$ cat src/rtl/isqrt_pkg.sv
package isqrt_pkg;

  // Result width of an integer root for a radicand of in_w bits
  function automatic int floor_width(input int in_w);
    return (in_w + 1) / 2;
  endfunction

endpackage

$ cat src/rtl/isqrt_trial_stage.sv
module isqrt_trial_stage #(
  parameter int IN_W = 8,
  parameter int FL_W = 4,
  parameter int BIT  = 0
) (
  input  logic [IN_W-1:0] radicand,
  input  logic [FL_W-1:0] root_in,
  output logic [FL_W-1:0] root_out
);

  localparam int SQ_W = 2 * FL_W;

  logic [FL_W-1:0] cand;
  logic [SQ_W-1:0] cand_sq;
  logic [SQ_W-1:0] rad_ext;

  // Try setting this result bit; keep it if the square still fits
  always_comb begin
    cand     = root_in | (FL_W'(1) << BIT);
    cand_sq  = SQ_W'(cand) * SQ_W'(cand);
    rad_ext  = SQ_W'(radicand);
    root_out = (cand_sq <= rad_ext) ? cand : root_in;
  end

endmodule

$ cat src/rtl/isqrt_round.sv
module isqrt_round #(
  parameter int IN_W = 8,
  parameter int FL_W = 4
) (
  input  logic [IN_W-1:0] radicand,
  input  logic [FL_W-1:0] root_floor,
  output logic [FL_W:0]   root_near
);

  localparam int TH_W = 2 * FL_W + 1;

  logic [TH_W-1:0] thresh;
  logic            step_up;

  // The midpoint (r+0.5)^2 = r*r + r + 0.25, so integer compare against r*r + r
  always_comb begin
    thresh    = TH_W'(root_floor) * TH_W'(root_floor) + TH_W'(root_floor);
    step_up   = TH_W'(radicand) > thresh;
    root_near = {1'b0, root_floor} + (FL_W+1)'(step_up);
  end

endmodule

$ cat src/rtl/isqrt_dual.sv
module isqrt_dual #(
  parameter  int IN_W = 8,
  localparam int FL_W = isqrt_pkg::floor_width(IN_W)
) (
  input  logic [IN_W-1:0] din,
  output logic [FL_W-1:0] root_floor,
  output logic [FL_W:0]   root_near
);

  // chain[k] holds the partial root once bits FL_W-1 down to k are decided
  logic [FL_W-1:0] chain [FL_W+1];

  assign chain[FL_W] = '0;

  for (genvar g = FL_W - 1; g >= 0; g--) begin : g_stage
    isqrt_trial_stage #(
      .IN_W (IN_W),
      .FL_W (FL_W),
      .BIT  (g)
    ) u_stage (
      .radicand (din),
      .root_in  (chain[g+1]),
      .root_out (chain[g])
    );
  end

  assign root_floor = chain[0];

  isqrt_round #(
    .IN_W (IN_W),
    .FL_W (FL_W)
  ) u_round (
    .radicand   (din),
    .root_floor (root_floor),
    .root_near  (root_near)
  );

endmodule

$ cat config.mk
export PLATFORM = sky130hd
export DESIGN_NAME = isqrt_dual
export DESIGN_NICKNAME = d
export VERILOG_FILES = /design/src/rtl/isqrt_pkg.sv /design/src/rtl/isqrt_trial_stage.sv /design/src/rtl/isqrt_round.sv /design/src/rtl/isqrt_dual.sv
export SDC_FILE = /design/constraint.sdc
export NUM_CORES = 1
export LEC_CHECK = 0
export BUFFER_PORTS_ARGS = -buffer_cell sky130_fd_sc_hd__buf_2
export CAP_MARGIN = 20
export CELL_PAD_IN_SITES_DETAIL_PLACEMENT = 0
export CELL_PAD_IN_SITES_GLOBAL_PLACEMENT = 2
export CORE_MARGIN = 2
export CORE_UTILIZATION = 33
export DETAILED_ROUTE_END_ITERATION = 8
export GPL_TIMING_DRIVEN = 0
export PLACE_DENSITY = 0.88
export SLEW_MARGIN = 20
export SYNTH_ARGS = -nofsm -noshare
export SYNTH_HDL_FRONTEND = slang
export SYNTH_SLANG_ARGS = --single-unit
$ cat constraint.sdc
create_clock -name vclk -period 12.2
set_input_delay 1.83 -clock vclk [all_inputs]
set_output_delay 1.83 -clock vclk [all_outputs]
set_load 0.01 [all_outputs]
==> out/results.txt, run 1 <==
first-pass GRT wire length: 4112 µm
syn nets: 169
DRT Pass-1 Iters: 3
Initial Util: 0.3447
Worst VDD drop: 0.0001236 V
max_cap viols: 0
WL met2: 1422 µm
Worst path depth: 40
Die Footprint: 3657 µm²
P_int: 168.8 µW
First DRT Iteration DRCs: 16
commonest non-fill, non-tap cell in the layout: ha_1
Post-Route Utilization: 0.4857
DP HPWL: 2026 µm
Core Box Area: 3053 µm²
Worst Path Buf+Inv: 5
Least-Margin Pin Slew: 409.9 ps
CP most frequent cell: ha_1
syn avg cell area: 8.769 µm²
Final nets: 203
combinational share of power: 1.000
Slowest cell on crit path: fa_1
PwrDens: 233.3 nW/µm²
sequential area share after synthesis: 0
critical path arrival: 10030 ps
final setup fails: 0
Worst Setup EP: root_near[3]
Final ANT Viol Nets: 0
antenna violations before repair: 0
Final Critical Period: 11860 ps
synthesis-to-layout area growth: 40.90%
Yosys cell types: 34
CP max stage delay: 510 ps
pin count of the biggest net entering global routing: 13
Final Hold Viols: 0
antenna cells: 0
Critical Path Fanout Max: 5
Clock buffer cells: 0
port buffer count: 17
crit path from: din[5]
CP top delay family: adder cells
drt total wl: 2681 µm
# IOs: 17
Routed met1 length: 1205 µm
Die Y: 60.47 µm
top layer in use: met3
fill cell count: 315
GP Congestion: 0.7907
Critical Path RT: 10370 ps
clock group share of total power: 0
via density per instance: 4.898
register area: 0 µm²
most frequent cells in the layout: ha_1 (32), buf_2 (16), buf_4 (16), inv_1 (15), xor2_1 (7)
Flop pwr share: 0
Gate Count Post-Synth: 120
setup_tns: 0 ps
grt total ovfl: 0
hold_buf cts: 0
Sw Share: 0.5119
Slew HR: 0.7262
outcome: complete, no violations
vias in the first global route: 884
Met3 Wirelength: 53 µm
Slew Viols, Final: 0
layout cell share with drive strength beyond 1: 0.3882
Peak Freq: 84.35 MHz
Die X: 60.47 µm
P_sw: 177.0 µW
Synth warnings: 0
Leakage Power: 0.7261 nW
Total GRT Usage: 0.1475
Hold WC Path Type: in -> out
Mapped Area: 1052 µm²
Rows: 20
seq_cells: 0
post-route DRC violation count: 0
Vias: 960
Worst setup EP type: output pin
Worst Setup Start Kind: primary input
DR WL/cell: 13.68 µm
period utilization: 0.9718
Crit Path Class: in -> out
## power groups by stage
stage | combinational, mW | clock, mW | sequential (mW)
after floorplan | 0.188 | 0 | 0
after global placement | 0.237 | 0 | 0
after detailed placement | 0.250 | 0 | 0
after CTS | 0.276 | 0 | 0
after global routing | 0.386 | 0 | 0
final | 0.346 | 0 | 0
## layout make-up
class | instances | area [µm²] | share of cell area
inverter | 17 | 67.56 | 0.04557
multi-input combinational | 103 | 1160 | 0.7823
tap | 44 | 55.05 | 0.03713
timing repair buffer | 32 | 200.2 | 0.1350
## synthesized netlist by cell type (2+ instances only)
cell type   n  share of area
nor2_1      4          0.014
a21o_1      2          0.014
nand4_1     2          0.012
nor2b_1     2          0.012
xor2_1      7          0.058
a21oi_1     4          0.019
nor3_1      2         0.0095
inv_1      17          0.061
a211oi_1    3          0.021
nand3b_1    2          0.014
nand2_1     6          0.021
o32ai_2     2          0.031
ha_1       38           0.45
or2_2       2          0.012
fa_1        3          0.057
xnor2_1     6          0.050
## metal layers
metal | up-vias | track usage
met4 | 0 | 0
li1 | 499 | -
met5 | - | 0
met2 | 12 | 0.2873
met3 | 0 | 0.002132
met1 | 449 | 0.1936
## how the worst min path moves through the flow
stage	start	cells past startpoint	end	slack, ps
2_1_floorplan	din[6]	1	root_floor[2]	3800
3_3_place_gp	din[7]	4	root_near[3]	4180
3_5_place_dp	din[7]	4	root_near[3]	4190
5_1_grt	din[7]	5	root_floor[3]	4280
6_report	din[7]	5	root_floor[3]	4240
4_1_cts	din[7]	5	root_floor[3]	4210
## worst min-delay path, cell delays in order
cell        delay, ps
buf_2             140
nor2_4             60
clkinvlp_4         90
buf_4             160
buf_2             140
## what timing repair did
action,in CTS,in global routing
setup endpoints to repair,5,5
pin swaps,2,27
gates resized for setup,13,19
buffers inserted,4,11
## kinds of logic (layout without fill, tap and decap cells)
kind of cell	after synthesis	after routing	synth area share
mux	1	1	0.01070
buf+inv	17	49	0.06064
simple gates	26	26	0.1320
xor+xnor	13	13	0.1082
fa+ha+maj	41	41	0.5089
compound gates	22	22	0.1795
## per-stage QoR
step / hold slack (ps) / cell area (µm²) / std cells / power [mW] / worst slack, ps
after floorplan: 3803 / 1052 / 120 / 0.1883 / 81.02
after global placement: 4184 / 1192 / 181 / 0.2368 / -977.4
after detailed placement: 4187 / 1192 / 181 / 0.2497 / -1220
after CTS: 4213 / 1295 / 185 / 0.2763 / 32.75
after global routing: 4277 / 1483 / 196 / 0.3863 / -77.38
final: 4243 / 1483 / 196 / 0.3459 / 344.2
Power figures use the tool's default switching activity.
==> run 2: changes to the inputs <==
Settings changed: ABC_AREA set to 1, CORE_UTILIZATION 33 to 32, PLACE_DENSITY 0.88 to 0.89, SYNTH_HIERARCHICAL set to 1.
==> out/results.txt, run 2 <==
outcome: complete, no violations
vias in the first global route: 1788
critical path arrival: 9720 ps
hold_buf cts: 0
Final ANT Viol Nets: 0
Core Box Area: 6350 µm²
first-pass GRT wire length: 7445 µm
Worst setup EP type: output pin
Yosys top cell area share: 0.3922
DP HPWL: 3492 µm
cell with the most instances after synthesis: nand2_1
antenna violations before repair: 0
Crit Path Class: in -> out
area leader, netlist: ha_1
Gate Count Post-Synth: 331
Mapped Area: 2106 µm²
Peak Freq: 86.55 MHz
DR WL/cell: 9.167 µm
First DRT Iteration DRCs: 31
drt total wl: 4180 µm
syn avg cell area: 6.362 µm²
Finished Layout Cells: 456
seq_cells: 0
DRT Pass-1 Iters: 4
Post-synth top cells: nand2_1 (76), inv_1 (75), ha_1 (66), nor2_1 (21), a21oi_1 (17)
register area: 0 µm²
Inst Count DP: 442
ranking of synthesized cells by area: ha_1 (39%), nand2_1 (14%), inv_1 (13%)
period utilization: 0.9471
antenna cells: 0
Critical Path Fanout Max: 8
Die X: 85.12 µm
Initial Util: 0.3316
sequential area share after synthesis: 0
Leakage Power: 1.639 nW
Worst Setup Start Kind: primary input
CP max stage delay: 320 ps
Final Hold Viols: 0
port buffer count: 17
grt total ovfl: 0
final total power: 363.2 µW
layout cell share with drive strength beyond 1: 0.2454
fill cell count: 713
Vias: 1914
PwrDens: 138.9 nW/µm²
Final nets: 458
synthesis-to-layout area growth: 24.18%
Die Footprint: 7245 µm²
post-route DRC violation count: 0
Rows: 29
CP most frequent cell: nand2_1
Die Y: 85.12 µm
final setup fails: 0
multi-input logic area: 1913 µm²
GP Congestion: 0.7336
Synth warnings: 6
pin count of the biggest net entering global routing: 10
# IOs: 17
Slowest cell on crit path: ha_2
via density per instance: 4.197
Hold WC Path Type: in -> out
Yosys cell types: 27
Slew Viols, Final: 0
commonest non-fill, non-tap cell in the layout: inv_1
Clock buffer cells: 0
Total GRT Usage: 0.1190
Final Critical Period: 11550 ps
most frequent cells in the layout: inv_1 (74), nand2_1 (66), ha_1 (57), buf_4 (27)
Worst VDD drop: 0.0001313 V
max_cap viols: 0
Critical Path RT: 10370 ps
-- run 2: timing repair --
action,in CTS,in global routing
endpoints found under the setup margin,4,5
resized for setup,3,36
pin swaps,0,19
setup buffers,0,14
-- run 2: cell families after synthesis --
group / count (synthesis) / share of synthesized area
other: 1 / 0.001781
and+or+nand+nor: 126 / 0.2573
buffers and inverters: 96 / 0.1925
xor gates and xnor gates: 12 / 0.04992
AOI/OAI and AO/OA: 27 / 0.07783
adders and majority gates: 69 / 0.4207
-- run 2: area by class of cell --
type,count,share of cell area
inverters,81,0.1163
multi-input cells,252,0.7316
well taps,77,0.03684
plain buffers,15,0.03876
repair buffers,31,0.07655
-- run 2: worst paths after layout --
path | startpoint | to | slack (ps) | cells past startpoint
setup / recovery | din[6] | root_near[2] | 650 | 59
hold / removal | din[0] | root_floor[0] | 4340 | 7
-- run 2: layer usage --
metal  GRT usage  up-vias  part of all wire
met4           0        0                 0
met3           0        0            0.0096
met5           0        -                 0
met2      0.2188       15              0.48
met1      0.1667      815              0.51
li1            -     1084                 -
-- run 2: worst max-delay path: cells and delay by family --
kind,cells,cell delay (ps)
compound gates,4,480
xor+xnor,3,460
fa+ha+maj,14,3580
buf+inv,8,590
simple gates,30,2750
-- run 2: where the power goes --
group	total, mW	internal (mW)	leakage (nW)	switching, mW
Combinational	0.363	0.170	1.64	0.194
Sequential	0	0	0	0
Clock	0	0	0	0
-- run 2: metrics by stage --
step | hold slack, ps | worst slack [ps] | instance area [µm²] | TNS (ps) | utilization
2_1_floorplan | 3948 | 991.1 | 2170 | 0 | -
3_3_place_gp | 4392 | -144.8 | 2351 | -363.0 | 0.3702
3_5_place_dp | 4401 | -204.0 | 2351 | -553.6 | 0.3702
4_1_cts | 4300 | 50.33 | 2359 | 0 | 0.3714
5_1_grt | 4418 | -5.298 | 2615 | -9.185 | 0.4118
6_report | 4338 | 645.6 | 2615 | 0 | 0.4118
==> run 3: changes to the inputs <==
Settings changed: GPL_TIMING_DRIVEN 0 to 1.
==> out/results.txt, run 3 (synthesis gave the netlist of run 2 again) <==
final setup fails: 0
hold_buf cts: 0
CP max stage delay: 310 ps
Core Box Area: 6350 µm²
Hold WC Path Type: in -> out
Leakage Power: 1.545 nW
drt total wl: 4207 µm
period utilization: 0.9479
Critical Path Fanout Max: 7
commonest non-fill, non-tap cell in the layout: inv_1
final total power: 342.5 µW
DRT Pass-1 Iters: 4
crit path from: din[7]
most frequent cells in the layout: inv_1 (75), nand2_1 (71), ha_1 (58), nor2_1 (19), conb_1 (18)
seq_cells: 0
worst hold slack: 4360 ps
vias in the first global route: 1695
# IOs: 17
Worst setup EP type: output pin
outcome: complete, no violations
combinational share of power: 1.000
final setup margin: 635.5 ps
Peak Freq: 86.47 MHz
layout cell share with drive strength beyond 1: 0.1894
First DRT Iteration DRCs: 39
Total GRT Usage: 0.1186
Critical Path RT: 10370 ps
Final ANT Viol Nets: 0
Die Footprint: 7245 µm²
RSZ-0062 raised after global routing: false
critical path arrival: 9730 ps
port buffer count: 17
antenna violations before repair: 0
Worst VDD drop: 0.0001099 V
Rows: 29
Vias: 1850
Slew Viols, Final: 0
register area: 0 µm²
Die X: 85.12 µm
GP Congestion: 0.7312
Sw Share: 0.5485
Flop pwr share: 0
Final Critical Period: 11560 ps
synthesis-to-layout area growth: 15.63%
post-route DRC violation count: 0
Final Hold Viols: 0
dpl ws: 94.96 ps
setup_tns: 0 ps
Clock buffer cells: 0
P_int: 154.7 µW
P_sw: 187.9 µW
DP HPWL: 3495 µm
Slowest cell on crit path: ha_1
pin count of the biggest net entering global routing: 22
via density per instance: 4.243
Worst Hold Launch: din[0]
grt total ovfl: 0
PwrDens: 140.7 nW/µm²
max_cap viols: 0
DR WL/cell: 9.649 µm
Crit Path Class: in -> out
CP most frequent cell: nand2_1
antenna cells: 0
Worst Setup Start Kind: primary input
Worst Hold Depth: 7
first-pass GRT wire length: 7258 µm
Initial Util: 0.3316
Final nets: 438
Post-Route Utilization: 0.3834
clock group share of total power: 0
Die Y: 85.12 µm
[run 3: power by group through the flow]
stage,registers (mW),logic (mW),clock network (mW)
2_1_floorplan,0,0.250,0
3_3_place_gp,0,0.309,0
3_5_place_dp,0,0.314,0
4_1_cts,0,0.316,0
5_1_grt,0,0.402,0
6_report,0,0.343,0
[run 3: repair_timing]
| item | CTS | global route |
|---|---|---|
| gates resized for setup | 0 | 27 |
| setup endpoints to repair | 0 | 5 |
| buffers inserted | 0 | 5 |
[run 3: final cells by class]
type	count	area, µm²
inverters	81	304.0
fillers	690	3915
repair buffers	26	162.7
well taps	77	96.34
multi-input cells	252	1872
[run 3: worst paths after layout]
path / endpoint / slack, ps
setup / recovery: root_near[3] / 640
hold / removal: root_floor[0] / 4360
[run 3: layer usage]
layer  part of all wire  vias up  global-route usage
met4                  0        0                   0
met5                  0        -                   0
li1                   -     1041                   -
met1               0.51      790              0.1689
met3              0.016        0                   0
met2               0.47       19              0.2145
[run 3: per-stage QoR]
step / instances / instance area (µm²)
6_report: 436 / 2435
5_1_grt: 436 / 2435
4_1_cts: 431 / 2280
2_1_floorplan: 348 / 2170
3_5_place_dp: 431 / 2280
3_3_place_gp: 431 / 2280
[run 3: critical path: cells and delay by family]
family,cells,cell delay (ps)
AOI/OAI and AO/OA,4,570
xor gates and xnor gates,3,460
adders and majority gates,13,3220
buffers and inverters,9,690
and+or+nand+nor,34,2940
